[src/rtl/wl_retry_pkg.sv]
package wl_retry_pkg;
  // position and width of the phase field inside a lane leveling word
  localparam int PH_LSB = 6;
  localparam int PH_W   = 3;
  // bits cleared by the first trial when the saved phase is 1
  localparam int CLR_ONE_MASK = 'h1DF;
  // number of trial offsets after the initial check
  localparam int TRIALS = 3;

  typedef enum logic [2:0] {
    S_IDLE,
    S_SCAN,
    S_READ,
    S_CHECK,
    S_WRITE,
    S_DONE
  } seq_state_e;
endpackage

[src/rtl/wl_trial_calc.sv]
module wl_trial_calc
  import wl_retry_pkg::*;
#(
  parameter int REG_W = 32
) (
  input  logic [REG_W-1:0] saved_word,
  input  logic [1:0]       trial_no,
  output logic             wr_en,
  output logic [REG_W-1:0] wr_word
);
  localparam logic [REG_W-1:0] CLR_MASK = REG_W'(CLR_ONE_MASK);

  function automatic logic [PH_W-1:0] phase_of(input logic [REG_W-1:0] w);
    return w[PH_LSB +: PH_W];
  endfunction

  function automatic logic [REG_W-1:0] with_phase(input logic [REG_W-1:0] w,
                                                  input logic [PH_W-1:0] p);
    logic [REG_W-1:0] r;
    r = w;
    r[PH_LSB +: PH_W] = p;
    return r;
  endfunction

  logic [PH_W-1:0] ph;
  assign ph = phase_of(saved_word);

  always_comb begin
    wr_en   = 1'b0;
    wr_word = saved_word;
    unique case (trial_no)
      2'd1: begin
        if (ph > PH_W'(1)) begin
          wr_en   = 1'b1;
          wr_word = with_phase(saved_word, ph - PH_W'(2));
        end else if (ph == PH_W'(1)) begin
          wr_en   = 1'b1;
          wr_word = saved_word & ~CLR_MASK;
        end
      end
      2'd2: begin
        if (ph <= PH_W'(5)) begin
          wr_en   = 1'b1;
          wr_word = with_phase(saved_word, ph + PH_W'(2));
        end
      end
      2'd3: begin
        if (ph <= PH_W'(3)) begin
          wr_en   = 1'b1;
          wr_word = with_phase(saved_word, ph + PH_W'(4));
        end
      end
      default: begin
        wr_en = 1'b0;
      end
    endcase
  end
endmodule

[src/rtl/wl_lane_cursor.sv]
module wl_lane_cursor #(
  parameter int LANES = 9,
  parameter int LW    = $clog2(LANES + 1)
) (
  input  logic             clk,
  input  logic             rst_n,
  input  logic             load,
  input  logic [LW-1:0]    first_in,
  input  logic [LW-1:0]    end_in,
  input  logic [LANES-1:0] mask_in,
  input  logic             adv,
  output logic [LW-1:0]    lane,
  output logic             at_end,
  output logic             lane_on
);
  logic [LW-1:0]    end_q;
  logic [LANES-1:0] mask_q;
  logic [LANES-1:0] hit;

  always_ff @(posedge clk or negedge rst_n) begin
    if (!rst_n) begin
      lane   <= '0;
      end_q  <= '0;
      mask_q <= '0;
    end else if (load) begin
      lane   <= first_in;
      end_q  <= end_in;
      mask_q <= mask_in;
    end else if (adv) begin
      lane <= lane + LW'(1);
    end
  end

  // one-hot decode of the cursor against the mask; lanes beyond LANES read 0
  for (genvar g = 0; g < LANES; g++) begin : g_hit
    assign hit[g] = mask_q[g] && (lane == LW'(g));
  end

  assign lane_on = |hit;
  assign at_end  = (lane >= end_q) || (lane >= LW'(LANES));
endmodule

[src/rtl/wl_retry_ctrl.sv]
module wl_retry_ctrl
  import wl_retry_pkg::*;
#(
  parameter int REG_W = 32
) (
  input  logic             clk,
  input  logic             rst_n,
  input  logic             start,
  input  logic             at_end,
  input  logic             lane_on,
  input  logic             reg_ack,
  input  logic [REG_W-1:0] reg_rdata,
  input  logic             chk_ack,
  input  logic             chk_pass,
  input  logic             trial_wr_en,
  output logic             cur_load,
  output logic             cur_adv,
  output logic [REG_W-1:0] saved_word,
  output logic [1:0]       trial_no,
  output logic             reg_req,
  output logic             reg_we,
  output logic             chk_req,
  output logic             busy,
  output logic             done,
  output logic             fail,
  output logic             ev_read_done,
  output logic             ev_check_fail,
  output logic             ev_exhaust
);
  seq_state_e state, state_nx;
  logic [1:0] step_q;
  logic       fail_q;
  logic       ev_pass;

  assign ev_read_done  = (state == S_READ)  && reg_ack;
  assign ev_pass       = (state == S_CHECK) && chk_ack && chk_pass;
  assign ev_check_fail = (state == S_CHECK) && chk_ack && !chk_pass;
  assign ev_exhaust    = ev_check_fail && (step_q == 2'(TRIALS));

  // in CHECK the calculator looks one trial ahead; in WRITE it uses the current one
  assign trial_no = (state == S_WRITE) ? step_q : step_q + 2'd1;

  assign cur_load = (state == S_IDLE) && start;
  assign cur_adv  = ((state == S_SCAN) && !at_end && !lane_on) || ev_pass || ev_exhaust;

  always_comb begin
    state_nx = state;
    unique case (state)
      S_IDLE:  if (start) state_nx = S_SCAN;
      S_SCAN: begin
        if (at_end)       state_nx = S_DONE;
        else if (lane_on) state_nx = S_READ;
      end
      S_READ:  if (reg_ack) state_nx = S_CHECK;
      S_CHECK: begin
        if (ev_pass || ev_exhaust) state_nx = S_SCAN;
        else if (ev_check_fail)    state_nx = trial_wr_en ? S_WRITE : S_CHECK;
      end
      S_WRITE: if (reg_ack) state_nx = S_CHECK;
      S_DONE:  state_nx = S_IDLE;
      default: state_nx = S_IDLE;
    endcase
  end

  always_ff @(posedge clk or negedge rst_n) begin
    if (!rst_n) begin
      state      <= S_IDLE;
      step_q     <= '0;
      fail_q     <= 1'b0;
      saved_word <= '0;
    end else begin
      state <= state_nx;
      if (cur_load) fail_q <= 1'b0;
      if (ev_exhaust) fail_q <= 1'b1;
      if (ev_read_done) begin
        saved_word <= reg_rdata;
        step_q     <= '0;
      end else if (ev_check_fail && !ev_exhaust) begin
        step_q <= step_q + 2'd1;
      end
    end
  end

  assign reg_req = (state == S_READ) || (state == S_WRITE);
  assign reg_we  = (state == S_WRITE);
  assign chk_req = (state == S_CHECK);
  assign busy    = (state != S_IDLE);
  assign done    = (state == S_DONE);
  assign fail    = fail_q;
endmodule

[src/rtl/wl_phase_retry_seq.sv]
module wl_phase_retry_seq
  import wl_retry_pkg::*;
#(
  parameter int LANES = 9,
  parameter int REG_W = 32,
  parameter int LW    = $clog2(LANES + 1)
) (
  input  logic             clk,
  input  logic             rst_n,
  input  logic             start,
  input  logic [LW-1:0]    lane_first,
  input  logic [LW-1:0]    lane_end,
  input  logic [LANES-1:0] lane_mask,
  output logic             reg_req,
  output logic             reg_we,
  output logic [LW-1:0]    reg_lane,
  output logic [REG_W-1:0] reg_wdata,
  input  logic             reg_ack,
  input  logic [REG_W-1:0] reg_rdata,
  output logic             chk_req,
  output logic [LW-1:0]    chk_lane,
  input  logic             chk_ack,
  input  logic             chk_pass,
  output logic             busy,
  output logic             done,
  output logic             fail
);
  logic             cur_load, cur_adv, at_end, lane_on;
  logic [LW-1:0]    lane;
  logic [REG_W-1:0] saved_word;
  logic [1:0]       trial_no;
  logic             trial_wr_en;
  logic [REG_W-1:0] trial_word;
  logic             ev_read_done, ev_check_fail, ev_exhaust;

  wl_lane_cursor #(.LANES(LANES), .LW(LW)) u_cursor (
    .clk      (clk),
    .rst_n    (rst_n),
    .load     (cur_load),
    .first_in (lane_first),
    .end_in   (lane_end),
    .mask_in  (lane_mask),
    .adv      (cur_adv),
    .lane     (lane),
    .at_end   (at_end),
    .lane_on  (lane_on)
  );

  wl_trial_calc #(.REG_W(REG_W)) u_trial (
    .saved_word (saved_word),
    .trial_no   (trial_no),
    .wr_en      (trial_wr_en),
    .wr_word    (trial_word)
  );

  wl_retry_ctrl #(.REG_W(REG_W)) u_ctrl (
    .clk           (clk),
    .rst_n         (rst_n),
    .start         (start),
    .at_end        (at_end),
    .lane_on       (lane_on),
    .reg_ack       (reg_ack),
    .reg_rdata     (reg_rdata),
    .chk_ack       (chk_ack),
    .chk_pass      (chk_pass),
    .trial_wr_en   (trial_wr_en),
    .cur_load      (cur_load),
    .cur_adv       (cur_adv),
    .saved_word    (saved_word),
    .trial_no      (trial_no),
    .reg_req       (reg_req),
    .reg_we        (reg_we),
    .chk_req       (chk_req),
    .busy          (busy),
    .done          (done),
    .fail          (fail),
    .ev_read_done  (ev_read_done),
    .ev_check_fail (ev_check_fail),
    .ev_exhaust    (ev_exhaust)
  );

  assign reg_lane  = lane;
  assign chk_lane  = lane;
  assign reg_wdata = reg_we ? trial_word : '0;
endmodule

[config.mk]
export PLATFORM = sky130hd
export DESIGN_NAME = wl_phase_retry_seq
export DESIGN_NICKNAME = d
export VERILOG_FILES = /design/src/rtl/wl_retry_pkg.sv /design/src/rtl/wl_trial_calc.sv /design/src/rtl/wl_lane_cursor.sv /design/src/rtl/wl_retry_ctrl.sv /design/src/rtl/wl_phase_retry_seq.sv
export SDC_FILE = /design/constraint.sdc
export NUM_CORES = 1
export LEC_CHECK = 0
export BUFFER_PORTS_ARGS = -buffer_cell sky130_fd_sc_hd__buf_2
export CAP_MARGIN = 20
export CORE_UTILIZATION = 55
export DETAILED_ROUTE_END_ITERATION = 8
export PLACE_DENSITY = 0.85
export SYNTH_ARGS = -nofsm -noshare
export SYNTH_HDL_FRONTEND = slang
export SYNTH_SLANG_ARGS = --single-unit
[constraint.sdc]
create_clock -name clk -period 3.2 [get_ports clk]
set_input_delay 0.64 -clock clk [delete_from_list [all_inputs] [get_ports clk]]
set_output_delay 0.64 -clock clk [all_outputs]
set_load 0.05 [all_outputs]
==> impl_metrics.ini <==
[run_status]
status = finished clean

[routing]
vias = 2635
viasPerCell = 5.64
wl_mm = 6.83
dr.pass1.iters = 4
drt-initial-drc-count = 119
ant_nets = 0
drc = 0
wl_per_cell_um = 14.6

[place]
dp_hpwl_mm = 5.07
dpl_worst_slack_ps = 503
portBuffers = 100
place_congestion = 0.897
postPlaceCellArea_um2 = 3730

[clock_network]
cts.clk_slew.worst_paths_ps = 100
cts_tree = done
post-cts-setup-buffers = 0
clockRootBuffer = clkbuf_8
clock_latency_ps = 300
numCtsBuffers = 5
clockBufferDepth = 2
cts.sinks = 55
h-tree-depth = 2

[setup_path]
path_buf_inv = 2
critPathSlowestCell = dfrtp_1
critPathKind = register to output pin
rrSetupSlack_ps = 1010
cp.required_ps = 2560
crit_cells = 7
critPathLaunchType = register
cpPeakStageDelay_ps = 530
critPathArrivalTime_ps = 2410
crit_chain = inv_1, ha_1, a21o_1, a22o_1, a211o_1, a21oi_1, buf_2
path_delay_family = compound AO/OA/AOI/OAI gates
worstRegToRegCells = 7
worst_setup_path_end_kind = output pin
reg2reg_from = u_cursor.lane[1]
timing.rr.end = u_cursor.lane[0]
path_max_fanout = 10

[yosys]
synth_top_area_cell = dfrtp_1
synth_top_flop_cell = dfrtp_1
synthTopCellsByArea = dfrtp_1, mux2_2, and2_1
synthTopCellsByCount = dfrtp_1, mux2_2, and2_1
yosys_warnings = 0
ys_types = 58
netlist_area_um2 = 3200
syn-mean-instance-area_um2 = 10.7
ys_ff_latch = 55
synthesis.nets = 369
synth_edf_count = 0
yosysMostFrequentCell = dfrtp_1
ys_seq_area_share_pct = 43.0
async_flop_share_pct = 100
synth_cells = 299
yosysTopAreaCellShare_pct = 43.0

[global_route]
grt_use_total_pct = 23.6
grt_antenna_before_repair = 0
grt_remaining_overflow = 0
grt_max_degree = 56
grt_pass1_wl_mm = 11.5
grt_pass1_vias = 2559

[timing]
setup_viol = 0
skew_ps = 5.98
finalCriticalPeriod_ps = 3050
holdWs_ps = 442
finalMaxSlewViolations = 0
grt_setup_unrepaired = false
hold_violations = 0
fmax_mhz = 328
finalCritPeriodShare_pct = 95.4
tns_ps = 0
slew_headroom_pct = 53.7
worst_slack_ps = 148
worst_pin_slew_ps = 694

[cells_and_area]
area_delta_synth_final_pct = 19.2
finalInstanceArea_um2 = 3820
antenna_cells = 0
layout-drive-gt1-share_pct = 41.0
fin_nets = 464
multi_input_area_um2 = 1680
seq_area_um2 = 1380
fillers = 455

[floorplanning]
die_w_um = 78.3
rows = 27
die_y_um = 78.3
design.portCount = 101
core-area_um2 = 5570
die_area_um2 = 6130
start_util_pct = 57.4

[power_and_ir_drop]
power_density_nw_per_um2 = 959
vdd_drop_max_uv = 462
p_leak_nw = 1.86
power_mw = 3.66

[run]
cap_violations = 0

[hold_path]
hp-class = input port to async pin
==> per-stage QoR <==
stage,instances,utilization (%)
after detailed placement,459,66.9
final,467,68.5
after floorplan,299,-
after global routing,467,68.5
after global placement,459,66.9
after CTS,467,68.4
==> worst max-delay path by stage <==
stage / startpoint / endpoint / slack (ps)
finish: u_ctrl.saved_word[7] / reg_wdata[8] / 150
global placement: u_ctrl.saved_word[7] / reg_wdata[8] / 570
floorplan: u_ctrl.saved_word[7] / reg_wdata[7] / 30
global route: u_ctrl.saved_word[7] / reg_wdata[7] / 20
CTS: u_ctrl.saved_word[7] / reg_wdata[8] / 150
detailed placement: u_ctrl.saved_word[7] / reg_wdata[8] / 500
==> report_power, final <==
part           switching [mW]  internal, mW
combinational            1.20         0.760
clock                   0.220         0.154
sequential              0.302          1.02
==> timing repair <==
| item | CTS | global route |
|---|---|---|
| hold buffers | 0 | 0 |
| gates resized for setup | 0 | 1 |
| setup endpoints to repair | 0 | 1 |
==> metal layers <==
layer	part of all wire (%)	vias to the layer above	global-route usage, %
li1	-	1263	-
met1	43	1261	30.3
met2	49	107	40.5
met3	7.0	4	4.53
met4	0.83	0	7.04
met5	0	-	0
==> area by class of cell <==
cell class / count / area share [%]
clock inverters: 2 / 0.328
flip-flops and latches: 55 / 36.1
repair buffers: 104 / 13.9
inverters: 15 / 1.48
clock buffers: 6 / 1.90
well taps: 72 / 2.36
multi-input cells: 213 / 43.9
==> cell usage in the layout, fill, tap and decap left out, types with 2 or more instances in the layout <==
master | netlist | routed
dfrtp_1 | 55 | 54
clkbuf_8 | 0 | 5
buf_4 | 5 | 4
nor2b_1 | 3 | 3
nand4_1 | 4 | 4
a311oi_1 | 3 | 3
a21o_1 | 3 | 3
inv_1 | 13 | 13
nand2_1 | 18 | 18
nor2_1 | 10 | 10
a31oi_1 | 3 | 3
o211ai_1 | 3 | 3
mux2i_1 | 4 | 4
inv_2 | 2 | 2
a211oi_1 | 4 | 4
nand2b_1 | 3 | 3
xnor2_1 | 3 | 3
and2_1 | 31 | 31
a21oi_1 | 11 | 11
o221ai_1 | 2 | 2
ha_1 | 15 | 15
mux2_2 | 41 | 41
a222oi_1 | 2 | 2
buf_2 | 5 | 100
o21ai_0 | 13 | 13
o21a_1 | 2 | 2
nand3_1 | 5 | 5
nand3b_1 | 2 | 2
==> state kept, by name, indices dropped and copies added (netlist names) <==
signal / count
u_ctrl.saved_word: 32
u_cursor.mask_q: 9
u_ctrl.state: 3
u_cursor.end_q: 4
u_ctrl.fail: 1
u_ctrl.step_q: 2
u_cursor.lane: 4
==> worst register-to-register path: cells and delay by family (launching register included) <==
| kind | cells | cell delay (ps) |
|---|---|---|
| AO/OA/AOI/OAI | 3 | 440 |
| adder cells (fa/ha/maj) | 1 | 240 |
| buffers and inverters | 1 | 120 |
| flip-flops | 1 | 460 |
| AND/OR/NAND/NOR | 2 | 820 |
==> cell families after synthesis <==
logic type	count (synthesis)	share of synthesized area, %
AOI/OAI and AO/OA	61	13.1
xor gates and xnor gates	4	1.09
muxes	45	15.7
adders and majority gates	15	5.86
buffers and inverters	31	4.65
DFF	55	43.0
and+or+nand+nor	88	16.6
(Power assumes the default switching activity.)
